`config.mk`:
```
export PLATFORM = sky130hd
export DESIGN_NAME = pkt_gate_stage
export DESIGN_NICKNAME = d
export VERILOG_FILES = /design/src/rtl/pkt_gate_pkg.sv /design/src/rtl/pkt_gate_regs.sv /design/src/rtl/pkt_gate_fsm.sv /design/src/rtl/pkt_gate_obuf.sv /design/src/rtl/pkt_gate_stage.sv
export SDC_FILE = /design/constraint.sdc
export NUM_CORES = 1
export LEC_CHECK = 0
export BUFFER_PORTS_ARGS = -buffer_cell sky130_fd_sc_hd__buf_4
export CAP_MARGIN = 15
export CELL_PAD_IN_SITES_DETAIL_PLACEMENT = 1
export CELL_PAD_IN_SITES_GLOBAL_PLACEMENT = 2
export CORE_ASPECT_RATIO = 1.75
export CORE_MARGIN = 4
export CORE_UTILIZATION = 20
export DETAILED_ROUTE_END_ITERATION = 6
export HOLD_SLACK_MARGIN = 0.08
export PLACE_DENSITY_LB_ADDON = 0.08
export SLEW_MARGIN = 20
export SYNTH_ARGS = -nofsm -noshare
export SYNTH_HDL_FRONTEND = slang
export SYNTH_SLANG_ARGS = --single-unit
```
`constraint.sdc`:
```
create_clock -name clk -period 2.85 [get_ports clk]
set_clock_uncertainty 0.15 [all_clocks]
set_input_delay 0 -clock clk [delete_from_list [all_inputs] [get_ports clk]]
set_output_delay 0 -clock clk [all_outputs]
set_load 0.02 [all_outputs]
```
`src/rtl/pkt_gate_pkg.sv`:
```
package pkt_gate_pkg;
  localparam int KIND_W    = 4;
  localparam int KIND_IMG  = 0;
  localparam int KIND_CTRL = 15;
  localparam int IDX_RUN   = 0;
  localparam int IDX_STAT  = 1;

  typedef enum logic [1:0] {
    GS_GAP  = 2'd0,
    GS_IMG  = 2'd1,
    GS_AUX  = 2'd2
  } gate_st_t;
endpackage

```
`src/rtl/pkt_gate_regs.sv`:
```
module pkt_gate_regs
  import pkt_gate_pkg::*;
#(
  parameter int ADDR_W      = 2,
  parameter int CSR_W       = 32,
  parameter int INIT_CYCLES = 8
) (
  input  logic              clk,
  input  logic              rst,
  input  logic              wr,
  input  logic              rd,
  input  logic [ADDR_W-1:0] addr,
  input  logic [CSR_W-1:0]  wdata,
  input  logic              run_state,
  output logic              run_en,
  output logic [CSR_W-1:0]  rdata,
  output logic              rvalid
);
  localparam int CNT_W = $clog2(INIT_CYCLES + 1);

  logic [CNT_W-1:0] settle_cnt;
  logic             settled;

  assign settled = (settle_cnt == CNT_W'(INIT_CYCLES));

  // settling window counter
  always_ff @(posedge clk) begin
    if (rst)
      settle_cnt <= '0;
    else if (!settled)
      settle_cnt <= settle_cnt + 1'b1;
  end

  // run-enable flag: forced low until the window ends
  always_ff @(posedge clk) begin
    if (rst || !settled)
      run_en <= 1'b0;
    else if (wr && addr == ADDR_W'(IDX_RUN))
      run_en <= wdata[0];
  end

  // registered read port
  always_ff @(posedge clk) begin
    if (rst)
      rvalid <= 1'b0;
    else
      rvalid <= rd;
  end

  always_ff @(posedge clk) begin
    if (rd) begin
      rdata <= '0;
      if (addr == ADDR_W'(IDX_RUN))
        rdata[0] <= run_en;
      else if (addr == ADDR_W'(IDX_STAT))
        rdata[0] <= run_state;
    end
  end
endmodule

```
`src/rtl/pkt_gate_fsm.sv`:
```
module pkt_gate_fsm
  import pkt_gate_pkg::*;
#(
  parameter int DATA_W = 16
) (
  input  logic              clk,
  input  logic              rst,
  input  logic              run_en,
  input  logic              head_valid,
  input  logic [DATA_W-1:0] head_data,
  input  logic              beat_eop,
  input  logic              fire,
  output logic              allow,
  output logic              running
);
  gate_st_t st;
  logic     head_img;

  assign head_img = (head_data[KIND_W-1:0] == KIND_W'(KIND_IMG));

  // an image head at a gap passes only when enabled; all else passes
  always_comb begin
    allow = 1'b1;
    if (st == GS_GAP && head_valid && head_img)
      allow = run_en;
  end

  always_ff @(posedge clk) begin
    if (rst) begin
      st <= GS_GAP;
    end else if (fire) begin
      unique case (st)
        GS_GAP:  if (!beat_eop) st <= head_img ? GS_IMG : GS_AUX;
        GS_IMG,
        GS_AUX:  if (beat_eop) st <= GS_GAP;
        default: st <= GS_GAP;
      endcase
    end
  end

  // running indication follows the enable only between packets
  always_ff @(posedge clk) begin
    if (rst)
      running <= 1'b0;
    else if (st == GS_GAP)
      running <= run_en;
  end
endmodule

```
`src/rtl/pkt_gate_obuf.sv`:
```
module pkt_gate_obuf #(
  parameter int DATA_W = 16
) (
  input  logic              clk,
  input  logic              rst,
  input  logic              load,
  input  logic [DATA_W-1:0] d_data,
  input  logic              d_sop,
  input  logic              d_eop,
  input  logic              q_ready,
  output logic              q_valid,
  output logic [DATA_W-1:0] q_data,
  output logic              q_sop,
  output logic              q_eop,
  output logic              room
);
  assign room = !q_valid || q_ready;

  always_ff @(posedge clk) begin
    if (rst)
      q_valid <= 1'b0;
    else if (load)
      q_valid <= 1'b1;
    else if (q_ready)
      q_valid <= 1'b0;
  end

  always_ff @(posedge clk) begin
    if (load) begin
      q_data <= d_data;
      q_sop  <= d_sop;
      q_eop  <= d_eop;
    end
  end
endmodule

```
`src/rtl/pkt_gate_stage.sv`:
```
module pkt_gate_stage
  import pkt_gate_pkg::*;
#(
  parameter int DATA_W      = 16,
  parameter int ADDR_W      = 2,
  parameter int CSR_W       = 32,
  parameter int INIT_CYCLES = 8
) (
  input  logic              clk,
  input  logic              rst,
  input  logic              csr_wr,
  input  logic              csr_rd,
  input  logic [ADDR_W-1:0] csr_addr,
  input  logic [CSR_W-1:0]  csr_wdata,
  output logic [CSR_W-1:0]  csr_rdata,
  output logic              csr_rvalid,
  output logic              status_run,
  input  logic              in_valid,
  output logic              in_ready,
  input  logic [DATA_W-1:0] in_data,
  input  logic              in_sop,
  input  logic              in_eop,
  output logic              out_valid,
  input  logic              out_ready,
  output logic [DATA_W-1:0] out_data,
  output logic              out_sop,
  output logic              out_eop
);
  logic run_en;
  logic allow;
  logic room;
  logic fire;

  assign in_ready = allow && room;
  assign fire     = in_valid && in_ready;

  pkt_gate_regs #(
    .ADDR_W(ADDR_W), .CSR_W(CSR_W), .INIT_CYCLES(INIT_CYCLES)
  ) u_regs (
    .clk(clk), .rst(rst), .wr(csr_wr), .rd(csr_rd), .addr(csr_addr),
    .wdata(csr_wdata), .run_state(status_run), .run_en(run_en),
    .rdata(csr_rdata), .rvalid(csr_rvalid)
  );

  pkt_gate_fsm #(.DATA_W(DATA_W)) u_fsm (
    .clk(clk), .rst(rst), .run_en(run_en), .head_valid(in_valid),
    .head_data(in_data), .beat_eop(in_eop), .fire(fire),
    .allow(allow), .running(status_run)
  );

  pkt_gate_obuf #(.DATA_W(DATA_W)) u_obuf (
    .clk(clk), .rst(rst), .load(fire), .d_data(in_data), .d_sop(in_sop),
    .d_eop(in_eop), .q_ready(out_ready), .q_valid(out_valid),
    .q_data(out_data), .q_sop(out_sop), .q_eop(out_eop), .room(room)
  );
endmodule

```
Word-level counts from Yosys, hierarchy flattened
Index checks and enable logic that the tools add are counted.

cells by class
  add/subtract/negate cells = 1
  equal/unequal tests = 6
  multiplexer cells = 9
  reductions and logical operators = 15

operators by type and width
  operator               count
  $mux W2                3
  $logic_and A1 B1 Y1    5
  $mux W1                5
  $add A4 B1 Y4 const B  1
  $eq A2 B1 Y1 const B   2
  $eq A4 B4 Y1 const B   1
  $logic_not A2 Y1       2
  $logic_not A4 Y1       1
  $ne A2 B2 Y1 const B   2
  $pmux W2 S2            1
  $reduce_and A3 Y1      1
  $eq A2 B2 Y1 const B   1
  $logic_not A1 Y1       2
  $logic_or A1 B1 Y1     2
  $reduce_bool A2 Y1     1
  $reduce_or A2 Y1       1

storage, ports and cells
  register bits = 29
  bits of input ports = 58
  output and inout bits = 54

Logic depth before layout (Yosys ltp)
Gate-level depths: netlist of the first run.

  depth after elaboration = 7
  mapped depth = 5
  depth with buffers taken out = 5

By module
From an unflattened synthesis of the first run, not the netlist that was laid out.

unflattened totals
  cells, all modules = 104
  area, all modules = 1322.5 um^2

by module, submodules not included
  module          times used  cells each  area each (um^2)  sequential area each (um^2)
  pkt_gate_obuf   1           22          586.8             560.5
  pkt_gate_regs   1           61          545.5             150.1
  pkt_gate_fsm    1           19          177.7             60.1
  pkt_gate_stage  1           2           12.5              0.0

Least setup slack after synthesis of the first run
Ideal clock, no wire load.

  kind = reg2reg
  from = reg u_fsm.st[0]
  to = reg u_obuf.q_data[0] (enable)
  arrival time = 1526 ps
  data required time = 2307 ps
  path slack = 781 ps
  cell stages (with the launch flop) = 6
  buffers on the path = 0
  cells stage by stage = dfxtp_1 -> inv_1 -> ha_1 -> nand2b_1 -> nor2_1 -> nor2_1

between the ends
  word-level cells in the longest chain between the ends = 6

RTL lines
  what                              line                  RTL
  start: declaration                pkt_gate_fsm.sv:16    gate_st_t st;
  start signal: assignment          pkt_gate_fsm.sv:33    GS_GAP: if (!beat_eop) st <= head_img ? GS_IMG : GS_AUX;
  $logic_not A2 Y1                  pkt_gate_fsm.sv:24    if (st == GS_GAP && head_valid && head_img)
  $logic_and A1 B1 Y1 (2 in a row)  pkt_gate_fsm.sv:24
  $mux W1                           pkt_gate_fsm.sv:24
  $logic_and A1 B1 Y1               pkt_gate_stage.sv:34  assign in_ready = allow && room;
  $logic_and A1 B1 Y1               pkt_gate_stage.sv:35  assign fire = in_valid && in_ready;
  net fire                          pkt_gate_stage.sv:32  logic fire;
  end signal: assignment            pkt_gate_obuf.sv:30   q_data <= d_data;
  end: declaration                  pkt_gate_obuf.sv:12   output logic [DATA_W-1:0] q_data,

The timed path passes the listed nets, and every way through them passes these cells.
A chain may end at the register's enable or synchronous reset.

Worst setup path in the final report of the first run
  from = in in_data[1]
  to = reg u_obuf.q_valid

between the ends
  word-level cells in the longest chain between the ends = 6
  elaborated cells on any way between the ends = 7
  classes of those cells = mux: 2; reduce/logical: 5

RTL lines
  what                                                  line                  RTL
  start: declaration                                    pkt_gate_stage.sv:20  input logic [DATA_W-1:0] in_data,
  $logic_not A4 Y1 *                                    pkt_gate_fsm.sv:19    assign head_img = (head_data[KIND_W-1:0] == KIND_W'(KIND_IMG));
  $logic_and A1 B1 Y1 *                                 pkt_gate_fsm.sv:24
  $mux W1 *                                             pkt_gate_fsm.sv:24
  $logic_and A1 B1 Y1 *                                 pkt_gate_stage.sv:34
  $logic_and A1 B1 Y1 *                                 pkt_gate_stage.sv:35
  $mux W1 / $reduce_bool A2 Y1 (equally long branches)  -
  end signal: assignment                                pkt_gate_obuf.sv:21   q_valid <= 1'b0;
  end signal: assignment                                pkt_gate_obuf.sv:23   q_valid <= 1'b1;
  end signal: assignment                                pkt_gate_obuf.sv:25   q_valid <= 1'b0;
  end: declaration                                      pkt_gate_obuf.sv:11   output logic q_valid,

Every way passes the cells marked *; elsewhere a longest branch is shown, timed or not.

==> results of run 1 <==
==> logic make-up after synthesis <==
family	after synthesis	share of synthesized area
compound gates	6	0.0313
xor+xnor	2	0.0133
fa+ha+maj	3	0.0285
buf+inv	37	0.194
flops	29	0.584
mux	5	0.0380
other cells	1	0.00284
simple gates	25	0.108
==> final cells by class <==
cell class,count,share of cell area
Sequential cell,29,0.381
Multi-Input combinational cell,72,0.200
Tap cell,80,0.0495
Clock buffer,6,0.0408
Inverter,5,0.00928
Clock inverter,2,0.00433
Timing Repair Buffer,76,0.314
==> routing by layer <==
layer	vias up	track usage	routed length, µm
li1	470	-	-
met1	447	0.0827	1090
met2	40	0.173	2030
met3	4	0.0286	238
met4	0	0.0313	37
met5	-	0	0
==> worst max-delay path by stage <==
stage                            from                 to  slack, ps  cells after the start
after detailed placement  u_fsm.st[1]  u_obuf.q_data[11]       1190                      6
after global routing       in_data[1]     u_obuf.q_valid        720                      6
after global placement    u_fsm.st[0]  u_obuf.q_data[14]       1190                      6
final                      in_data[1]     u_obuf.q_valid        830                      6
after CTS                  in_data[1]     u_obuf.q_valid        840                      6
after floorplan           u_fsm.st[0]   u_obuf.q_data[0]        780                      5
==> power by group <==
part	total, mW	leakage, nW	internal, mW	switching (mW)
combinational	0.196	0.582	0.0863	0.110
clock	0.343	0.0486	0.191	0.152
sequential	0.485	0.266	0.475	0.00983
total	1.02	0.897	0.753	0.271
==> flip-flops by register name, summed over array words and instances, names as in the netlist <==
name and count:
u_regs.settle_cnt 4, u_regs.rvalid 1, u_fsm.running 1, u_obuf.q_valid 1, u_obuf.q_eop 1, u_obuf.q_data 16
u_regs.run_en 1, u_fsm.st 2, u_obuf.q_sop 1, u_regs.rdata 1
==> worst max-delay path, cell delays in order <==
cell,delay [ps]
sky130_fd_sc_hd__dlygate4sd3_1,540
sky130_fd_sc_hd__buf_4,140
sky130_fd_sc_hd__or4_4,550
sky130_fd_sc_hd__o21ai_0,180
sky130_fd_sc_hd__a21oi_1,80
sky130_fd_sc_hd__dlygate4sd3_1,550
==> placed cells by master, fill, tap and decap left out <==
| cell type | instances |
|---|---|
| sky130_fd_sc_hd__a21oi_1 | 2 |
| sky130_fd_sc_hd__dfxtp_1 | 10 |
| sky130_fd_sc_hd__nor3b_1 | 1 |
| sky130_fd_sc_hd__nor2_1 | 7 |
| sky130_fd_sc_hd__clkinv_2 | 1 |
| sky130_fd_sc_hd__nor3_1 | 1 |
| sky130_fd_sc_hd__and3_4 | 1 |
| sky130_fd_sc_hd__nor2b_1 | 1 |
| sky130_fd_sc_hd__inv_1 | 5 |
| sky130_fd_sc_hd__a21boi_0 | 1 |
| sky130_fd_sc_hd__edfxtp_1 | 19 |
| sky130_fd_sc_hd__a32o_1 | 1 |
| sky130_fd_sc_hd__ha_1 | 3 |
| sky130_fd_sc_hd__nand3b_1 | 2 |
| sky130_fd_sc_hd__conb_1 | 31 |
| sky130_fd_sc_hd__mux2i_1 | 5 |
| sky130_fd_sc_hd__xor2_1 | 1 |
| sky130_fd_sc_hd__nand2b_1 | 3 |
| sky130_fd_sc_hd__and3_1 | 1 |
| sky130_fd_sc_hd__nand2_1 | 3 |
| sky130_fd_sc_hd__nand3_1 | 1 |
| sky130_fd_sc_hd__o21ai_0 | 1 |
| sky130_fd_sc_hd__xnor2_1 | 1 |
| sky130_fd_sc_hd__dlygate4sd3_1 | 26 |
| sky130_fd_sc_hd__or4_4 | 1 |
| sky130_fd_sc_hd__nor4_1 | 1 |
| sky130_fd_sc_hd__a221oi_1 | 1 |
| sky130_fd_sc_hd__clkinv_1 | 1 |
| sky130_fd_sc_hd__clkbuf_8 | 6 |
| sky130_fd_sc_hd__buf_4 | 50 |
| sky130_fd_sc_hd__nand4_1 | 2 |
==> through the flow <==
step           cells  hold WS [ps]  utilization
2_1_floorplan    138         -51.1            -
3_3_place_gp     236          29.2        0.264
3_5_place_dp     236          29.7        0.264
4_1_cts          270           138        0.320
5_1_grt          270           194        0.320
6_report         270           143        0.320
==> timing repair <==
item / CTS / global route
hold buffers: 26 / 0
hold endpoints to repair: 30 / 0
resized for setup: 0 / 0
==> out/qor.log, run 1 <==
qor: clock_tree.tritoncts yes
qor: sta.hold_violations 0
qor: floorplanning.placementRows 38
qor: drt.routed-via-count 961
qor: worst_setup_path.reg2regPathDepth 6
qor: clock_tree.cts_made_buffers 5
qor: sta.final_report_max_slew_violation_count 0
qor: synth.avg_synthesized_cell_area 12.2 µm²
qor: place.dp_hpwl 2710 µm
qor: worst_hold_path.hp-class in -> reg
qor: synth.synth_sequential_area_ratio 0.584
qor: drt.routed_wl 3400 µm
qor: worst_setup_path.critical_path.startpoint_type input port
qor: pwr.power_density 506 mW/mm²
qor: global_route.grt_pass1_wl 5580 µm
qor: cells_and_area.n_antenna_cell 0
qor: synth.yosys_warning_total 0
qor: clock_tree.clk-insertion-delay-late 270 ps
qor: synth.share_of_flip_flops_with_an_asynchronous_set_or_reset 0
qor: place.portBuffers 49
qor: floorplanning.die_w 69.4 µm
qor: synth.synth_edf_count 19
qor: place.place_area 0.00167 mm²
qor: cells_and_area.final.fill_count 724
qor: place.globalplace.congestion 0.705
qor: worst_setup_path.worstReg2RegEnd u_obuf.q_valid
qor: sta.max_freq 494 MHz
qor: cells_and_area.finalNetCount 250
qor: worst_setup_path.critPathKind in -> reg
qor: sta.setup_repair_after_global_routing_missed_its_margin false
qor: cells_and_area.synth_to_final_area_change 53.3%
qor: drt.drt-pass1-iter-count 2
qor: synth.synth.top_cell.area_share 0.433
qor: pwr.vdd.ir_drop.worst 145 µV
qor: sta.post-route-worst-setup-slack 827 ps
qor: worst_hold_path.timing.hold.worst_path_depth 4
qor: synth.ys.flop_type sky130_fd_sc_hd__edfxtp_1
qor: place.dp_slack 1190 ps
qor: global_route.residual_overflow_from_global_routing 0
qor: synth.yosys.cell_types.count 28
qor: sta.period_share 0.710
qor: cells_and_area.seqCellArea 771 µm²
qor: synth.synth_most_common_cell sky130_fd_sc_hd__buf_4
qor: floorplanning.die_y 115 µm
qor: global_route.number_of_antenna_violations_at_the_first_check_in_global_routing 0
qor: clock_tree.cts.path.max_buffers 2
qor: synth.netlist_top_cells_area sky130_fd_sc_hd__edfxtp_1 43%, sky130_fd_sc_hd__buf_4 18%, sky130_fd_sc_hd__dfxtp_1 15%
qor: worst_setup_path.timing.reg2reg.setup_slack 1030 ps
qor: synth.syn_inst 108
qor: run.drv_cap 0
qor: floorplanning.die_area 0.00801 mm²
qor: global_route.grt_util_all_layers 0.0875
qor: worst_setup_path.cp.arrival 2030 ps
qor: floorplanning.core_region_area 0.00632 mm²
qor: cells_and_area.layout-drive-gt1-share 0.311
qor: clock_tree.clkSinkCount 29
qor: global_route.grt_pass1_vias 1068
qor: clock_tree.clkTransAtPathRegs 60 ps
qor: worst_setup_path.worst_r2r_src u_fsm.st[0]
qor: floorplanning.io_count 112
qor: drt.avgRoutedWirePerCell 12.6 µm
qor: worst_hold_path.launch_point_of_the_worst_hold_path out_ready
qor: drt.drc 0
qor: synth.synth.largest_area_cell sky130_fd_sc_hd__edfxtp_1
qor: clock_tree.ctsRootBufferMaster sky130_fd_sc_hd__clkbuf_8
qor: synth.synth.cells.most_frequent 31 x sky130_fd_sc_hd__buf_4, 19 x sky130_fd_sc_hd__edfxtp_1, 10 x sky130_fd_sc_hd__dfxtp_1
qor: floorplanning.floorplan.initialDensity 0.209
qor: clock_tree.h_tree_lvl_count 2
qor: sta.setup-tns-final 0 ps
qor: worst_setup_path.setup.worst_path.end_class register
qor: pwr.finalPower 1.02 mW
qor: synth.syn-cell-area 0.00132 mm²
qor: synth.yosys_register_bits 29
qor: worst_setup_path.worst_ep_required 2860 ps
qor: sta.setup-violations-final 0
qor: run_status.outcome complete, no violations
qor: cells_and_area.area_of_the_multi_input_gates 405 µm²
qor: drt.drt.antenna.violating_nets 0
qor: drt.vias_per_cell 3.56
qor: worst_hold_path.worst_hold_path.endpoint u_fsm.st[0]
qor: sta.finalCriticalPeriod 2020 ps
qor: cells_and_area.stdcell_area 0.00202 mm²
qor: worst_setup_path.timing.critical_path.fanout_max 3
qor: pwr.total_leakage_power 0.897 nW
qor: drt.first_iter_violations 52
qor: clock_tree.post-cts-setup-buffers 0
qor: global_route.grt_max_degree 19
(Power assumes the default switching activity.)
==> run 2: changes to the inputs <==
==> constraint.sdc (replaced) <==
create_clock -name clk -period 1.9 [get_ports clk]
set_clock_uncertainty 0.15 [all_clocks]
set_input_delay 0 -clock clk [delete_from_list [all_inputs] [get_ports clk]]
set_output_delay 0 -clock clk [all_outputs]
set_load 0.02 [all_outputs]
==> run 2 against run 1 <==
Against the previous run:
- register-to-register slack worse by 730 ps
- combinational power is 53% higher
- utilization is 0.14 points higher
- critical endpoint is now in_ready
==> out/qor.log, run 2 (same netlist as run 1, synthesis figures left out) <==
qor: global_route.number_of_antenna_violations_at_the_first_check_in_global_routing 0 [unchanged]
qor: cells_and_area.most-common-layout-cells 49 x sky130_fd_sc_hd__buf_4, 31 x sky130_fd_sc_hd__conb_1, 26 x sky130_fd_sc_hd__dlygate4sd3_1, 19 x sky130_fd_sc_hd__edfxtp_1, 10 x sky130_fd_sc_hd__dfxtp_1
qor: global_route.grt_max_degree 19 [unchanged]
qor: worst_setup_path.crit_path_max_incr_delay 560 ps [about the same]
qor: global_route.grt_pass1_wl 5510 µm [-1.4%]
qor: drt.vias_per_cell 3.61 [+1.6%]
qor: sta.finalCriticalPeriod 1810 ps
qor: floorplanning.die_w 69.4 µm [unchanged]
qor: worst_setup_path.worst_ep_required 1750 ps [-1110 ps]
qor: clock_tree.post-cts-setup-buffers 0 [unchanged]
qor: clock_tree.ctsRootBufferMaster sky130_fd_sc_hd__clkbuf_8
qor: floorplanning.die_area 0.00801 mm² [unchanged]
qor: floorplanning.placementRows 38 [unchanged]
qor: global_route.grt_util_all_layers 0.0865 [-0.000988]
qor: worst_setup_path.critical_path.n_buffers_inverters 3 [unchanged]
qor: worst_setup_path.cp_cell_sequence dlygate4sd3_1 -> buf_4 -> or4_4 -> nor2_2 -> a21boi_0 -> buf_4
qor: pwr.seq_power_share 0.485 [+0.011]
qor: place.globalplace.congestion 0.668 [-5.3%]
qor: pwr.internal-power 1.10 mW [+46%]
qor: global_route.grt_pass1_vias 1095 [+2.5%]
qor: cells_and_area.largest_register_ff_count 16 [unchanged]
qor: worst_setup_path.critPathKind in -> out
qor: floorplanning.io_count 112 [unchanged]
qor: clock_tree.clkSinkCount 29 [unchanged]
qor: worst_setup_path.worst_path_max_delay_cell sky130_fd_sc_hd__or4_4
qor: clock_tree.clk-insertion-delay-late 270 ps [about the same]
qor: global_route.globalRouteMet1Util 0.0766 [-0.00616]
qor: floorplanning.floorplan.initialDensity 0.209 [unchanged]
qor: worst_setup_path.setup.worst_path.end_class output pin
qor: sta.setup-tns-final 0 ps [unchanged]
qor: worst_hold_path.hp-class in -> reg
qor: place.place_area 0.00169 mm² [+0.90%]
qor: clock_tree.tritoncts yes
qor: floorplanning.die_y 115 µm [unchanged]
qor: global_route.gr-usage-met2 0.172 [-0.00128]
qor: drt.routed_wl 3370 µm [-0.82%]
qor: worst_setup_path.timing.critical_path.fanout_max 3 [unchanged]
qor: clock_tree.h_tree_lvl_count 2 [unchanged]
qor: pwr.comb_power_share 0.200 [+0.009]
qor: floorplanning.core_region_area 0.00632 mm² [unchanged]
qor: clock_tree.cts_made_buffers 5 [unchanged]
qor: cells_and_area.final.fill_count 731 [+0.97%]
qor: cells_and_area.largest_register u_obuf.q_data
qor: clock_tree.clkTransAtPathRegs 60 ps [about the same]
qor: cells_and_area.finalCoreUtilization 0.321 [+0.00138]
qor: cells_and_area.synth_to_final_area_change 54.0%
qor: worst_setup_path.cp.arrival 1660 ps [-370 ps]
qor: global_route.gr-usage-met3 0.0330 [+0.00434]
qor: sta.max_freq 553 MHz
qor: drt.drt.antenna.violating_nets 0 [unchanged]
qor: global_route.grt_max_usage_layer met2
qor: sta.final_report_max_slew_violation_count 0 [unchanged]
qor: drt.routed-via-count 976 [+1.6%]
qor: sta.worst_hold_slack 305 ps [+162 ps]
qor: clock_tree.cts.path.max_buffers 2 [unchanged]
qor: pwr.power_density 740 mW/mm² [+46%]
qor: global_route.residual_overflow_from_global_routing 0 [unchanged]
qor: drt.drt-pass1-iter-count 2 [unchanged]
qor: drt.avgRoutedWirePerCell 12.5 µm [-0.82%]
qor: worst_setup_path.path_delay_family buffers and inverters
qor: pwr.power_switching 0.403 mW [+48%]
qor: run.drv_cap 0 [unchanged]
qor: cells_and_area.stdcell_area 0.00203 mm² [+0.43%]
qor: place.portBuffers 49 [unchanged]
qor: cells_and_area.finalNetCount 250 [unchanged]
qor: drt.first_iter_violations 15 [-71%]
qor: worst_setup_path.critical_path.startpoint_type input port
qor: run_status.outcome complete, no violations
qor: pwr.total_leakage_power 0.896 nW [-0.11%]
qor: sta.period_share 0.952
qor: drt.drc 0 [unchanged]
qor: pwr.clock_power_share 0.316 [-0.019]
qor: sta.setup-violations-final 0 [unchanged]
qor: cells_and_area.layout-drive-gt1-share 0.321 [+0.0105]
qor: sta.hold_violations 0 [unchanged]
qor: sta.setup_repair_after_global_routing_missed_its_margin false
qor: cells_and_area.layout_commonest_cell sky130_fd_sc_hd__buf_4
qor: worst_setup_path.crit_top_cell sky130_fd_sc_hd__buf_4
qor: cells_and_area.biggest_regs u_obuf.q_data (16), u_regs.settle_cnt (4), u_fsm.st (2)
qor: cells_and_area.n_antenna_cell 0 [unchanged]
qor: place.dp_hpwl 2670 µm [-1.4%]
qor: pwr.switching_share 0.268 [+0.00317]
qor: pwr.vdd.ir_drop.worst 264 µV [+82%]
[run 2: cell counts in the layout (fill, tap and decap cells not counted)]
No cell type changed its count.
[run 2: power groups by stage]
stage / registers (mW) / logic [mW] / clock network [mW]
floorplan: 0.775 / 0.160 / 0
global placement: 0.740 / 0.252 / 0
detailed placement: 0.742 / 0.258 / 0
CTS: 0.728 / 0.300 / 0.512
global route: 0.732 / 0.324 / 0.531
finish: 0.728 / 0.300 / 0.474
[run 2: worst paths after layout]
check | startpoint | endpoint | slack (ps) | depth (start not counted)
min | in_data[13] | u_obuf.q_data[13] | 300 | 2
min reg2reg | u_fsm.st[1] | u_fsm.st[1] | 350 | 1
max reg2reg | u_fsm.st[0] | u_obuf.q_data[10] | 300 | 6
max | in_data[1] | in_ready | 90 | 6
[run 2: through the flow]
stage          worst slack, ps  power [mW]  instances
6_report                  91.1        1.50        270
3_3_place_gp               303       0.992        236
4_1_cts                   45.7        1.54        270
5_1_grt                   7.75        1.59        270
3_5_place_dp               273       0.999        236
2_1_floorplan              116       0.935        138
[run 2: worst reg2reg max path: stages (launching register included)]
cell and delay, ps:
sky130_fd_sc_hd__dfxtp_1 300, sky130_fd_sc_hd__inv_1 50, sky130_fd_sc_hd__ha_1 270, sky130_fd_sc_hd__nand2b_1 160
sky130_fd_sc_hd__nor2_2 60, sky130_fd_sc_hd__nor2_2 150, sky130_fd_sc_hd__buf_12 170
[run 2: metal layers]
metal  vias up  share of wire
li1        469              -
met1       455           0.31
met2        46           0.59
met3         6          0.082
met4         0          0.017
met5         -              0
[run 2: cell type report]
| class | count | area [µm²] | share of cell area |
|---|---|---|---|
| Inverter | 5 | 18.8 | 0.00924 |
| Multi-Input combinational cell | 72 | 410 | 0.202 |
| Tap cell | 80 | 100 | 0.0493 |
| Clock buffer | 6 | 72.6 | 0.0357 |
| Sequential cell | 29 | 771 | 0.380 |
| Timing Repair Buffer | 76 | 648 | 0.319 |
| Clock inverter | 2 | 10.0 | 0.00493 |
[run 2: repair_timing]
| item | CTS | global route |
|---|---|---|
| gates resized for setup | 0 | 1 |
| hold buffers | 26 | 0 |
| hold endpoints to repair | 30 | 0 |
| endpoints found under the setup margin | 0 | 1 |
